==> src/rtl/bag_arb_pkg.sv <==
package bag_arb_pkg;

    // Default geometry shared by the sorter and its checker.
    localparam int unsigned DEF_PORTS = 4;
    localparam int unsigned DEF_BAG_W = 8;
    localparam int unsigned DEF_ID_W  = 24;

    // Selector width for a given count (never below one bit).
    function automatic int unsigned sel_width(input int unsigned count);
        return (count > 1) ? $clog2(count) : 1;
    endfunction

endpackage

==> src/rtl/bag_port_poller.sv <==
module bag_port_poller #(
    parameter int unsigned NUM_PORTS = 4,
    parameter int unsigned WORD_W    = 32,
    parameter int unsigned SEL_W     = bag_arb_pkg::sel_width(NUM_PORTS)
) (
    input  logic                        clk,
    input  logic                        rst,
    input  logic [NUM_PORTS*WORD_W-1:0] words_i,
    output logic [WORD_W-1:0]           word_o
);

    localparam logic [SEL_W-1:0] LAST_SEL = SEL_W'(NUM_PORTS - 1);

    logic [SEL_W-1:0] sel_d, sel_q;

    // Next pointer: wrap after the last port.
    always_comb begin
        if (sel_q == LAST_SEL) begin
            sel_d = '0;
        end else begin
            sel_d = sel_q + 1'b1;
        end
    end

    always_ff @(posedge clk) begin
        if (rst) begin
            sel_q <= '0;
        end else begin
            sel_q <= sel_d;
        end
    end

    // Word of the port under the pointer.
    always_comb begin
        word_o = words_i[sel_q*WORD_W +: WORD_W];
    end

endmodule

==> src/rtl/bag_onehot_decode.sv <==
module bag_onehot_decode #(
    parameter int unsigned BAG_W = 8,
    parameter int unsigned IDX_W = bag_arb_pkg::sel_width(BAG_W)
) (
    input  logic [BAG_W-1:0] bag_i,
    output logic             hit_o,
    output logic [IDX_W-1:0] idx_o
);

    // Only an exact power of two names a lane.
    always_comb begin
        hit_o = ($countones(bag_i) == 1);
    end

    // Index bit j is the OR of every field bit whose position has bit j set.
    for (genvar j = 0; j < IDX_W; j++) begin : g_idx
        logic [BAG_W-1:0] pick;
        for (genvar k = 0; k < BAG_W; k++) begin : g_bit
            if (((k >> j) % 2) == 1) begin : g_on
                assign pick[k] = bag_i[k];
            end else begin : g_off
                assign pick[k] = 1'b0;
            end
        end
        assign idx_o[j] = |pick;
    end

endmodule

==> src/rtl/bag_lane_steer.sv <==
module bag_lane_steer #(
    parameter int unsigned NUM_LANES = 8,
    parameter int unsigned IDX_W     = bag_arb_pkg::sel_width(NUM_LANES)
) (
    input  logic                 hit_i,
    input  logic [IDX_W-1:0]     idx_i,
    output logic [NUM_LANES-1:0] lane_we_o
);

    // One enable per lane, raised only for a decoded hit on that lane.
    for (genvar l = 0; l < NUM_LANES; l++) begin : g_lane
        assign lane_we_o[l] = hit_i && (idx_i == IDX_W'(l));
    end

endmodule

==> src/rtl/bag_lane_arbiter.sv <==
module bag_lane_arbiter #(
    parameter int unsigned NUM_PORTS = bag_arb_pkg::DEF_PORTS,
    parameter int unsigned BAG_W     = bag_arb_pkg::DEF_BAG_W,
    parameter int unsigned ID_W      = bag_arb_pkg::DEF_ID_W
) (
    input  logic                               clk,
    input  logic                               rst,
    input  logic [NUM_PORTS*(BAG_W+ID_W)-1:0]  port_word_i,
    output logic [NUM_PORTS*BAG_W-1:0]         port_bag_o,
    output logic [BAG_W*ID_W-1:0]              lane_id_o,
    output logic [BAG_W-1:0]                   lane_wr_o
);

    localparam int unsigned WORD_W    = BAG_W + ID_W;
    localparam int unsigned NUM_LANES = BAG_W;
    localparam int unsigned IDX_W     = bag_arb_pkg::sel_width(NUM_LANES);

    typedef struct packed {
        logic [NUM_LANES*ID_W-1:0]  lane_id;
        logic [NUM_LANES-1:0]       lane_wr;
        logic [NUM_PORTS*BAG_W-1:0] bag;
    } arb_state_t;

    arb_state_t st_d, st_q;

    logic [WORD_W-1:0]    cur_word;
    logic [BAG_W-1:0]     cur_bag;
    logic [ID_W-1:0]      cur_id;
    logic                 cur_hit;
    logic [IDX_W-1:0]     cur_idx;
    logic [NUM_LANES-1:0] lane_we;

    bag_port_poller #(
        .NUM_PORTS (NUM_PORTS),
        .WORD_W    (WORD_W)
    ) i_poller (
        .clk     (clk),
        .rst     (rst),
        .words_i (port_word_i),
        .word_o  (cur_word)
    );

    assign cur_bag = cur_word[WORD_W-1 -: BAG_W];
    assign cur_id  = cur_word[ID_W-1:0];

    bag_onehot_decode #(
        .BAG_W (BAG_W),
        .IDX_W (IDX_W)
    ) i_decode (
        .bag_i (cur_bag),
        .hit_o (cur_hit),
        .idx_o (cur_idx)
    );

    bag_lane_steer #(
        .NUM_LANES (NUM_LANES),
        .IDX_W     (IDX_W)
    ) i_steer (
        .hit_i     (cur_hit),
        .idx_i     (cur_idx),
        .lane_we_o (lane_we)
    );

    always_comb begin
        st_d         = st_q;
        st_d.lane_wr = lane_we;
        for (int l = 0; l < NUM_LANES; l++) begin
            if (lane_we[l]) begin
                st_d.lane_id[l*ID_W +: ID_W] = cur_id;
            end
        end
        for (int p = 0; p < NUM_PORTS; p++) begin
            st_d.bag[p*BAG_W +: BAG_W] = port_word_i[p*WORD_W + ID_W +: BAG_W];
        end
    end

    always_ff @(posedge clk) begin
        if (rst) begin
            st_q <= '0;
        end else begin
            st_q <= st_d;
        end
    end

    assign port_bag_o = st_q.bag;
    assign lane_id_o  = st_q.lane_id;
    assign lane_wr_o  = st_q.lane_wr;

endmodule

==> config.mk <==
export PLATFORM = sky130hd
export DESIGN_NAME = bag_lane_arbiter
export DESIGN_NICKNAME = d
export VERILOG_FILES = /design/src/rtl/bag_arb_pkg.sv /design/src/rtl/bag_port_poller.sv /design/src/rtl/bag_onehot_decode.sv /design/src/rtl/bag_lane_steer.sv /design/src/rtl/bag_lane_arbiter.sv
export SDC_FILE = /design/constraint.sdc
export NUM_CORES = 1
export LEC_CHECK = 0
export BUFFER_PORTS_ARGS = -buffer_cell sky130_fd_sc_hd__clkbuf_2
export CAP_MARGIN = 20
export CORE_ASPECT_RATIO = 1.5
export CORE_MARGIN = 3
export CORE_UTILIZATION = 45
export DETAILED_ROUTE_END_ITERATION = 8
export GPL_TIMING_DRIVEN = 0
export PLACE_DENSITY = 0.7
export SLEW_MARGIN = 10
export SYNTH_ARGS = -nofsm -noshare
export SYNTH_HDL_FRONTEND = slang
export SYNTH_SLANG_ARGS = --single-unit
==> constraint.sdc <==
create_clock -name clk -period 7.2 [get_ports clk]
set_clock_uncertainty 0.15 [all_clocks]
set_input_delay 0.72 -clock clk [delete_from_list [all_inputs] [get_ports clk]]
set_output_delay 0.72 -clock clk [all_outputs]
set_load 0.05 [all_outputs]
Word-level counts from Yosys, hierarchy flattened --
Index checks and enable logic that the tools add are counted. Widths: inputs -> output; s select.
Storage, ports and cells: register bits 234, bits of input ports 130
Operators by class: reduce and logical (&&, ||, !) cells 13, equality and inequality tests 9, shifts and indexed selects 1, add/subtract/negate cells 8
Operators by type and width (count):
- $shiftx 128x8->32 | 1
- $add 32x32->32 | 3
- $eq 32x2->1 const B | 1
- $eq 3x3->1 const B | 4
- $reduce_or 4->1 | 3
- $add 1x1->2 | 4
- $logic_and 1x1->1 | 8
- $eq 3x2->1 const B | 2
- $eq 3x1->1 const B | 1
- $logic_not 3->1 | 1
- $add 2x1->2 const B | 1
- $eq 2x2->1 const B | 1
- $reduce_or 2->1 | 1

Longest topological paths before layout --
Gate-level depths: netlist of the first run.
depth in word-level cells 6, mapped depth 17, gate-level depth less buffers 13

By module --
Synthesis of the first run repeated with hierarchy kept, for this count alone.
Unflattened totals: cells, all modules 808, area, all modules 9616.7 um2
By module, submodules not included:
- bag_lane_arbiter | times used 1, sequential area each 4644.5 um2, cells each 730, area each 8393.0 um2
- bag_port_poller | times used 1, sequential area each 40.0 um2, cells each 44, area each 883.3 um2
- bag_onehot_decode | times used 1, sequential area each 0.0 um2, cells each 26, area each 244.0 um2
- bag_lane_steer | times used 1, sequential area each 0.0 um2, cells each 8, area each 96.3 um2

Worst setup path after synthesis of the first run --
Ideal clock, no wire load.
kind register to register, from register i_poller.sel_q[0], to register st_q, in the netlist lane_id_o[110], path slack 1830 ps, stages on the path, launching flop included 17, library setup time 129 ps, path buffers 4, data arrival time 5092 ps, clock period less this slack 5370 ps, path through dfxtp_1 > buf_6 > buf_2 > buf_2 > mux4_2 > ha_1 > fa_1 > inv_1 > fa_1 > inv_1 > ha_1 > fa_1 > or4b_1 > nor3b_2 > nand2_2 > buf_2 > mux2i_1
Between the ends: cells in the longest elaborated chain, start to end 6, elaborated cells on any way between the ends 14, those cells by class add/sub: 7; eq/ne: 2; shift: 1; reduce/logical: 4
Ends and longest elaborated chain:
- start: declaration | line bag_port_poller.sv:14 | logic [SEL_W-1:0] sel_d, sel_q;
- start signal: assignment | line bag_port_poller.sv:29 | sel_q <= sel_d;
- $shiftx 128x8->32 * | line bag_port_poller.sv:35 | word_o = words_i[sel_q*WORD_W +: WORD_W];
- $add 1x1->2 (implied by the code) | line bag_onehot_decode.sv:12 | hit_o = ($countones(bag_i) == 1);
- $add 32x32->32 (implied by the code) (2 in a row) | line bag_onehot_decode.sv:12
- $eq 32x2->1 | line bag_onehot_decode.sv:12
- $logic_and 1x1->1 | line bag_lane_steer.sv:12 | assign lane_we_o[l] = hit_i && (idx_i == IDX_W'(l));
- end signal: assignment | line bag_lane_arbiter.sv:81 | st_q <= st_d;
- end: declaration | line bag_lane_arbiter.sv:24 | arb_state_t st_d, st_q;
Mark *: on every way between the ends. The rest lies on a longest branch, timed or not. A chain may end at the register's enable or synchronous reset.

Worst setup path in the final report of the first run --
from register i_poller.sel_q[1], to register st_q, in the netlist lane_id_o[50]
The elaborated chain is that of the path after synthesis.

==> key figures, run 1 <==
CTS
  • Post-CTS sizing: 0
  • Worst-path clk slew: 0.06 ns
  • CTS tree: built
  • Deepest clock path buffer count: 3
  • Root buffer cell: clkbuf_16
  • CTS H-tree depth: 1
  • TritonCTS Sinks: 234
  • Worst skew pair latency: 0.50 ns
  • Hold buffer count at CTS: 0
  • CTS Buf Count: 23
  • Postcts setup bufs: 0

Power
  • Int Power: 2.45 mW
  • Register share of total power: 38.9%
  • Clock power share: 31.0%
  • P_sw: 1.28 mW
  • VDD IR-drop max: 0.000178 V
  • Gate power share: 30.2%
  • Switching share of power: 34.3%
  • LEAKAGE: 6.73 nW
  • PwrDens: 294 nW/um^2
  • Tot Pwr: 3.73 mW

Placed design
  • RD Place Congestion: 0.812
  • Placed insts: 1466
  • DP HPWL: 23.4 mm
  • Placed Instance Area: 12000 um^2
  • Port bufs: 361
  • Placement Setup Slack: 0.921 ns

Die
  • Initial core utilization: 46.3%
  • Die width: 127 um
  • Die Y: 187 um
  • Total die area: 23700 um^2
  • Core region area: 21200 um^2
  • I/O pins: 362
  • Row cnt: 65

STA
  • Sum of negative setup slack: 0 ns
  • Slew HR: 42.9%
  • Period utilization: 86.3%
  • Final number of setup-violating endpoints: 0
  • Count of pins over their slew limit: 0
  • Slew @ Worst Pin: 0.857 ns
  • Period minus WS final: 6.22 ns
  • Final Hold Viols: 0
  • RSZ-0062 raised after global routing: false
  • Maximum clock frequency: 0.161 GHz
  • Final WS setup: 0.983 ns
  • WHS: 0.293 ns

Worst hold path
  • HP Start: port_word_i[28]
  • Worst Hold End: port_bag_o[4]
  • Hold path cells: 2
  • Min-Delay Path Class: primary input to flip-flop

Worst setup path
  • Worst setup EP type: flip-flop
  • CP max stage cell: clkbuf_1
  • CP max FO: 10
  • Critical R2R Launch: i_poller.sel_q[1]
  • Crit Reg-Reg Endpoint: lane_id_o[50]
  • Critical path's largest stage delay: 0.60 ns
  • Worst EP arrival: 6.43 ns
  • R2R setup slack: 0.98 ns
  • CP Cell Sequence: clkbuf_1 > buf_1 > mux4_2 > ha_1 > fa_1 > inv_1 > fa_1 > inv_1 > ha_1 > fa_1 > or4b_1 > nor3b_2 > nand2_2 > buf_2 > mux2i_1
  • Top cell by count, worst path: fa_1
  • WS Path Type: flip-flop to flip-flop
  • Worst Setup Start Kind: flip-flop
  • Required @ worst endpoint: 7.41 ns
  • Worst Setup SP: i_poller.sel_q[1]
  • Delay-heaviest family, CP: adder cells
  • WP buf/inv: 5
  • R2R cell count: 15

Logic synthesis
  • Synth top area share: 47.7%
  • Synthesized flop and latch total: 234
  • Ys flop type: dfxtp_1
  • Number of synthesized flops with an enable pin: 0
  • Distinct cells, synth: 26
  • Cells after Synth: 837
  • Most frequent cell after synthesis: dfxtp_1
  • Synthesized Nets: 981
  • Part of the Yosys area used for sequential elements: 47.7%
  • Largest area contributor in the netlist: dfxtp_1
  • Avg Cell Area, Syn: 11.7 um^2
  • Synth cell count leaders: dfxtp_1 (234), nand2b_1 (216), mux2i_1 (192)
  • Ys async rst share: 0%
  • Netlist Area Pre-Place: 9830 um^2
  • Synth Warn #: 0
  • Largest cells by area after synthesis: dfxtp_1 (48%), mux2i_1 (20%), nand2b_1 (14%), mux4_2 (7.3%), clkbuf_1 (2.1%)

Global routing
  • Overflow after GRT: 0
  • Largest net degree at the start of global routing: 14
  • Initial antenna violation count: 0
  • GRT Total Usage: 24.8%
  • Vias in the first global route: 7904
  • First-pass GRT wire length: 46.0 mm

Routing
  • Via density: 4.93
  • Drt pass-1 iters: 4
  • Final ANT Viol Nets: 0
  • Drt first-iter violations: 265
  • Routed WL per cell: 19.8 um
  • Final WL: 29.7 mm
  • Routed via count: 7417
  • DRC: 0

Layout
  • Fill cells: 1889
  • Final Non-Filler Cells: 1503
  • Final core utilization: 59.7%
  • Area delta synth->final: 29.0%
  • Finished layout cell area: 12700 um^2
  • Nets: 1367
  • Inserted Diodes: 0
  • Share of cells above drive strength 1: 36.9%

Status
  • Status: finished clean

Job
  • Number of max-cap violations: 0
-- layer usage --
metal	global-route usage, %	vias to the layer above	share of wire (%)
met2	45.4	267	53
met5	0	-	0
li1	-	3553	-
met3	5.86	50	7.0
met4	7.72	0	3.0
met1	28.2	3547	37
-- worst max-delay path by stage --
| stage | end | cells past startpoint |
|---|---|---|
| finish | lane_id_o[50] | 15 |
| global route | lane_id_o[50] | 15 |
| CTS | lane_id_o[49] | 15 |
| detailed placement | lane_id_o[50] | 15 |
| global placement | lane_id_o[50] | 15 |
| floorplan | lane_id_o[110] | 16 |
-- power groups by stage --
stage | registers, mW | clock network (mW) | logic (mW)
floorplan | 1.81 | 0 | 0.506
global placement | 1.48 | 0 | 1.12
detailed placement | 1.48 | 0 | 1.14
CTS | 1.45 | 1.18 | 1.14
global route | 1.46 | 1.23 | 1.20
finish | 1.45 | 1.16 | 1.13
-- cell type report --
type	count	area [um^2]	share of cell area, %
Sequential cell	234	4680	36.9
Multi-Input combinational cell	513	4640	36.6
Timing Repair Buffer	361	1810	14.2
Clock buffer	35	671	5.29
Buffer	76	453	3.57
Tap cell	268	335	2.64
Inverter	14	52.6	0.414
Clock inverter	2	37.5	0.296
-- state kept, by name, summed over array words and instances, names as in the netlist --
register / count
lane_id_o: 192
lane_wr_o: 8
port_bag_o: 32
i_poller.sel_q: 2
-- layout by cell type, fill, tap and decap left out, types with 8 or more instances in the layout --
master,instances
clkbuf_2,361
dfxtp_1,234
nand2b_1,216
mux2i_1,192
clkbuf_1,62
mux4_2,32
nor2b_1,32
clkbuf_16,23
inv_1,14
ha_1,10
buf_12,8
nor2_1,8
-- cell families (layout without fill, tap and decap cells) --
| group | after synthesis | count (layout) | share of synthesized area, % |
|---|---|---|---|
| AND/OR/NAND/NOR | 275 | 275 | 18.2 |
| buffers and inverters | 90 | 488 | 5.14 |
| flip-flops | 234 | 234 | 47.7 |
| multiplexers | 224 | 224 | 26.9 |
| adder cells (fa/ha/maj) | 14 | 14 | 2.09 |
No activity file was read; power rests on OpenSTA's default activity.
==> run 2: changes to the inputs <==
- RECOVER_POWER: unset -> 25
==> run 2 against run 1 <==
  * Fmax decreased by 0.19%
  * Routed wire length increased by 0.29%
  * Via count increased by 0.47%
  * Clock-buffer cell count unchanged
  * Clock power about the same
  * Largest power group unchanged
  * Total power decreased by 0.23%
  * Sequential power about the same
  * Critical path type unchanged
==> key figures, run 2 (synthesis results as in run 1) <==
Status
  • Status: finished clean (unchanged)

STA
  • Slew HR: 43.9% (was 42.9%)
  • Period minus WS final: 6.23 ns (was 6.22 ns)
  • Count of pins over their slew limit: 0 (unchanged)
  • Sum of negative setup slack: 0 ns (unchanged)
  • Final number of setup-violating endpoints: 0 (unchanged)
  • Slew @ Worst Pin: 0.842 ns (was 0.857 ns)
  • RSZ-0062 raised after global routing: false (unchanged)
  • Period utilization: 86.5% (was 86.3%)
  • Final Hold Viols: 0 (unchanged)
  • Maximum clock frequency: 0.161 GHz (about the same)

Routing
  • DRC: 0 (unchanged)
  • Routed via count: 7452 (was 7417)
  • Final WL: 29.8 mm (was 29.7 mm)
  • Routed WL per cell: 19.8 um (about the same)
  • Drt first-iter violations: 308 (was 265)
  • Final ANT Viol Nets: 0 (unchanged)
  • Drt pass-1 iters: 4 (unchanged)
  • Via density: 4.96 (was 4.93)

CTS
  • TritonCTS Sinks: 234 (unchanged)
  • Postcts setup bufs: 0 (unchanged)
  • Deepest clock path buffer count: 3 (unchanged)
  • Post-CTS sizing: 0 (unchanged)
  • CTS Buf Count: 23 (unchanged)
  • Root buffer cell: clkbuf_16 (unchanged)
  • Worst skew pair latency: 0.50 ns (about the same)
  • Worst-path clk slew: 0.06 ns (about the same)
  • CTS tree: built (unchanged)
  • CTS H-tree depth: 1 (unchanged)
  • Hold buffer count at CTS: 0 (unchanged)

Placed design
  • RD Place Congestion: 0.812 (unchanged)
  • DP HPWL: 23.4 mm (unchanged)
  • Port bufs: 361 (unchanged)

Layout
  • Commonest non-fill, non-tap cell in the layout: clkbuf_2 (unchanged)
  • Inserted Diodes: 0 (unchanged)
  • Nets: 1367 (unchanged)
  • Share of cells above drive strength 1: 27.6% (was 36.9%)
  • Max reg flops: 192 (unchanged)
  • Area delta synth->final: 27.5% (was 29.0%)
  • Most frequent cells in the layout: clkbuf_2 (246), dfxtp_1 (234), nand2b_1 (216) (was clkbuf_2 (361), dfxtp_1 (234), nand2b_1 (216))

Power
  • VDD IR-drop max: 0.000178 V (about the same)
  • PwrDens: 297 nW/um^2 (was 294 nW/um^2)
  • Tot Pwr: 3.73 mW (about the same)
  • LEAKAGE: 6.34 nW (was 6.73 nW)

Die
  • I/O pins: 362 (unchanged)
  • Row cnt: 65 (unchanged)
  • Initial core utilization: 46.3% (unchanged)
  • Total die area: 23700 um^2 (unchanged)
  • Die width: 127 um (unchanged)
  • Die Y: 187 um (unchanged)
  • Core region area: 21200 um^2 (unchanged)

Global routing
  • First-pass GRT wire length: 46.0 mm (unchanged)
  • Vias in the first global route: 7904 (unchanged)
  • GRT Total Usage: 24.8% (unchanged)
  • Initial antenna violation count: 0 (unchanged)
  • GRT busiest layer: met2 (unchanged)
  • Overflow after GRT: 0 (unchanged)
  • Met2 global-route usage: 45.4% (unchanged)
  • Largest net degree at the start of global routing: 14 (unchanged)
  • M1 GR Usage: 28.2% (unchanged)
  • GR Util met3: 5.86% (unchanged)

Worst setup path
  • Worst Setup Start Kind: flip-flop (unchanged)
  • Required @ worst endpoint: 7.41 ns (about the same)
  • Worst EP arrival: 6.44 ns (was 6.43 ns)
  • WS Path Type: flip-flop to flip-flop (unchanged)
  • Worst setup EP type: flip-flop (unchanged)
  • CP max FO: 10 (unchanged)

Worst hold path
  • Min-Delay Path Class: primary input to flip-flop (unchanged)

Job
  • Number of max-cap violations: 0 (unchanged)
-- run 2: changes by cell type in the layout (fill, tap and decap cells not counted) --
cell / before / now
clkbuf_2: 361 / 246
clkbuf_1: 62 / 177
-- run 2: final timing paths --
| check | start | endpoint | slack (ns) | cells past startpoint |
|---|---|---|---|---|
| max | i_poller.sel_q[1] | lane_id_o[50] | 0.97 | 15 |
| min | port_word_i[28] | port_bag_o[4] | 0.29 | 2 |
| max reg2reg | i_poller.sel_q[1] | lane_id_o[50] | 0.97 | 15 |
| min reg2reg | lane_id_o[18] | lane_id_o[18] | 0.32 | 2 |
-- run 2: power breakdown --
part / internal (mW) / switching [mW] / total (mW)
Sequential: 1.40 / 0.0550 / 1.45
Combinational: 0.375 / 0.743 / 1.12
Clock: 0.672 / 0.484 / 1.16
Total: 2.44 / 1.28 / 3.73
-- run 2: layer usage --
layer  share of wire (%)  vias up
met5                   0        -
met4                 3.0        0
met3                 7.0       53
met2                  52      273
met1                  38     3573
li1                    -     3553
-- run 2: worst max-delay path, stage by stage (launching register included) --
cell and delay [ns]:
dfxtp_1 0.49, clkbuf_1 0.61, buf_1 0.60, mux4_2 0.42, ha_1 0.24, fa_1 0.53, inv_1 0.06, fa_1 0.53
inv_1 0.04, ha_1 0.19, fa_1 0.42, or4b_1 0.58, nor3b_2 0.43, nand2_2 0.29, buf_2 0.33, mux2i_1 0.16
-- run 2: layout make-up --
cell class              instances  area (um^2)
inverters                      14         52.6
multi-input cells             513         4640
fillers                      1952         8690
well taps                     268          335
clock buffers                  35          671
plain buffers                  76          453
flip-flops and latches        234         4680
clock inverters                 2         37.5
repair buffers                361         1660
-- run 2: through the flow --
| stage | instance area [um^2] | util, % | cells | setup WS (ns) | hold slack, ns |
|---|---|---|---|---|---|
| 2_1_floorplan | 9830 | - | 837 | 1.83 | 0.433 |
| 3_3_place_gp | 12000 | 56.4 | 1466 | 1.01 | 0.310 |
| 3_5_place_dp | 12000 | 56.4 | 1466 | 0.921 | 0.315 |
| 4_1_cts | 12700 | 59.7 | 1503 | 0.912 | 0.280 |
| 5_1_grt | 12500 | 59.1 | 1503 | 0.723 | 0.297 |
| 6_report | 12500 | 59.1 | 1503 | 0.971 | 0.294 |
==> run 3: changes to the inputs <==
- CORE_MARGIN: 3 -> 2
==> run 3 against run 2 <==
  * Sequential share of layout area down 0.49 points
  * Fmax increased by 0.33%
  * Via count rose by 0.87%
==> key figures, run 3 (synthesis results as in run 1) <==
Layout
  • Finished layout cell area: 12700 um^2 (was 12500 um^2)
  • Register area: 4680 um^2 (unchanged)
  • Multi-input gate area: 4640 um^2 (unchanged)
  • Nets: 1368 (was 1367)
  • Most frequent cells in the layout: clkbuf_2 (246), dfxtp_1 (234), nand2b_1 (216) (unchanged)
  • Max reg flops: 192 (unchanged)
  • Final core utilization: 58.9% (was 59.1%)
  • Share of cells above drive strength 1: 28.1% (was 27.6%)
  • Commonest non-fill, non-tap cell in the layout: clkbuf_2 (unchanged)
  • Fill cells: 1906 (was 1952)
  • Area delta synth->final: 29.2% (was 27.5%)

Global routing
  • Overflow after GRT: 0 (unchanged)
  • Largest net degree at the start of global routing: 16 (was 14)
  • GRT busiest layer: met2 (unchanged)
  • M1 GR Usage: 27.1% (was 28.2%)
  • GR Util met3: 6.04% (was 5.86%)
  • Vias in the first global route: 7807 (was 7904)
  • Met2 global-route usage: 48.0% (was 45.4%)
  • First-pass GRT wire length: 45.2 mm (was 46.0 mm)
  • GRT Total Usage: 25.5% (was 24.8%)
  • Initial antenna violation count: 1 (was 0)

STA
  • Final Hold Viols: 0 (unchanged)
  • Slew @ Worst Pin: 0.924 ns (was 0.842 ns)
  • Count of pins over their slew limit: 0 (unchanged)
  • Maximum clock frequency: 0.161 GHz (about the same)
  • RSZ-0062 raised after global routing: false (unchanged)
  • Final number of setup-violating endpoints: 0 (unchanged)
  • Period utilization: 86.2% (was 86.5%)
  • Sum of negative setup slack: 0 ns (unchanged)
  • Slew HR: 38.4% (was 43.9%)
  • Period minus WS final: 6.21 ns (was 6.23 ns)

CTS
  • Worst-path clk slew: 0.06 ns (about the same)
  • Root buffer cell: clkbuf_16 (unchanged)
  • CTS tree: built (unchanged)
  • TritonCTS Sinks: 234 (unchanged)
  • CTS Buf Count: 23 (unchanged)
  • Postcts setup bufs: 0 (unchanged)
  • CTS H-tree depth: 1 (unchanged)
  • Post-CTS sizing: 0 (unchanged)
  • Worst skew pair latency: 0.50 ns (about the same)
  • Deepest clock path buffer count: 3 (unchanged)
  • Hold buffer count at CTS: 0 (unchanged)

Routing
  • Via density: 4.97 (was 4.96)
  • Routed WL per cell: 19.8 um (about the same)
  • Final WL: 30.0 mm (was 29.8 mm)
  • Drt pass-1 iters: 4 (unchanged)
  • Routed via count: 7517 (was 7452)
  • Final ANT Viol Nets: 0 (unchanged)
  • Drt first-iter violations: 286 (was 308)
  • DRC: 0 (unchanged)

Die
  • Total die area: 23100 um^2 (was 23700 um^2)
  • Die Y: 185 um (was 187 um)
  • Core region area: 21600 um^2 (was 21200 um^2)
  • Row cnt: 66 (was 65)
  • Initial core utilization: 45.6% (was 46.3%)
  • Die width: 125 um (was 127 um)
  • I/O pins: 362 (unchanged)

Worst setup path
  • Crit Reg-Reg Endpoint: lane_id_o[112] (was lane_id_o[50])
  • CP Cell Sequence: clkbuf_1 > buf_1 > mux4_2 > ha_1 > fa_1 > inv_1 > fa_1 > inv_1 > ha_1 > fa_1 > or4b_1 > nor3b_2 > nand2_2 > buf_2 > mux2i_1 (unchanged)
  • Worst EP arrival: 6.41 ns (was 6.44 ns)
  • Critical path's largest stage delay: 0.60 ns (was 0.61 ns)
  • Critical R2R Launch: i_poller.sel_q[1] (unchanged)
  • Top cell by count, worst path: fa_1 (unchanged)
  • R2R setup slack: 0.99 ns (was 0.97 ns)
  • Worst Setup Start Kind: flip-flop (unchanged)
  • Worst setup EP type: flip-flop (unchanged)
  • CP max stage cell: buf_1 (was clkbuf_1)
  • WS Path Type: flip-flop to flip-flop (unchanged)
  • Required @ worst endpoint: 7.40 ns (was 7.41 ns)
  • R2R cell count: 15 (unchanged)
  • CP max FO: 10 (unchanged)

Placed design
  • Port bufs: 361 (unchanged)
  • RD Place Congestion: 0.852 (was 0.812)
  • Placed Instance Area: 12000 um^2 (about the same)
  • DP HPWL: 23.4 mm (about the same)

Worst hold path
  • Min-Delay Path Class: primary input to flip-flop (unchanged)
  • HP Start: port_word_i[124] (was port_word_i[28])
  • Hold path cells: 2 (unchanged)
  • Worst Hold End: port_bag_o[28] (was port_bag_o[4])

Power
  • PwrDens: 309 nW/um^2 (was 297 nW/um^2)
  • LEAKAGE: 6.41 nW (was 6.34 nW)
  • VDD IR-drop max: 0.000234 V (was 0.000178 V)

Status
  • Status: finished clean (unchanged)

Job
  • Number of max-cap violations: 0 (unchanged)
run 3: cell types whose count changed in the layout (fill, tap and decap cells not counted):
cell	before	now
clkbuf_8	5	1
clkinvlp_4	1	3
clkinv_2	0	2
bufinv_16	1	7
diode_2	0	1
clkbuf_1	177	175
buf_8	0	1
run 3: worst max path at each step:
| stage | depth (start not counted) | from | endpoint |
|---|---|---|---|
| floorplan | 16 | i_poller.sel_q[0] | lane_id_o[110] |
| global placement | 15 | i_poller.sel_q[1] | lane_id_o[112] |
| detailed placement | 15 | i_poller.sel_q[1] | lane_id_o[52] |
| CTS | 15 | i_poller.sel_q[1] | lane_id_o[53] |
| global route | 15 | i_poller.sel_q[1] | lane_id_o[113] |
| finish | 15 | i_poller.sel_q[1] | lane_id_o[112] |
run 3: critical path, delay by kind of cell, from the launching register on:
| kind | cells | cell delay [ns] |
|---|---|---|
| flip-flops | 1 | 0.49 |
| adder cells (fa/ha/maj) | 5 | 1.89 |
| AND/OR/NAND/NOR | 3 | 1.29 |
| buffers and inverters | 5 | 1.61 |
| multiplexers | 2 | 0.61 |
run 3: layer usage:
metal | part of all wire, % | vias up
met5 | 0 | -
met4 | 4.4 | 0
met3 | 6.9 | 66
met2 | 52 | 295
met1 | 36 | 3598
li1 | - | 3558
run 3: through the flow:
stage                     hold WS (ns)  std cells  power (mW)  worst slack [ns]
after floorplan                  0.433        837        2.32              1.83
after global placement           0.311       1470        2.60             0.997
after detailed placement         0.315       1470        2.62             0.898
after CTS                        0.279       1511        3.97             0.886
after global routing             0.282       1513        4.09             0.656
final                            0.293       1513        3.92             0.992
run 3: cell type report:
cell class,instances,area share [%]
diodes,1,0.0197
clock buffers,29,4.79
flip-flops and latches,234,36.9
well taps,272,2.68
repair buffers,362,13.2
multi-input cells,513,36.5
inverters,14,0.414
plain buffers,76,3.57
clock inverters,12,1.91
run 3: power by group:
part / internal, mW / leakage [nW] / switching [mW]
Sequential: 1.40 / 1.90 / 0.0550
Combinational: 0.374 / 4.11 / 0.741
Clock: 0.850 / 0.404 / 0.507
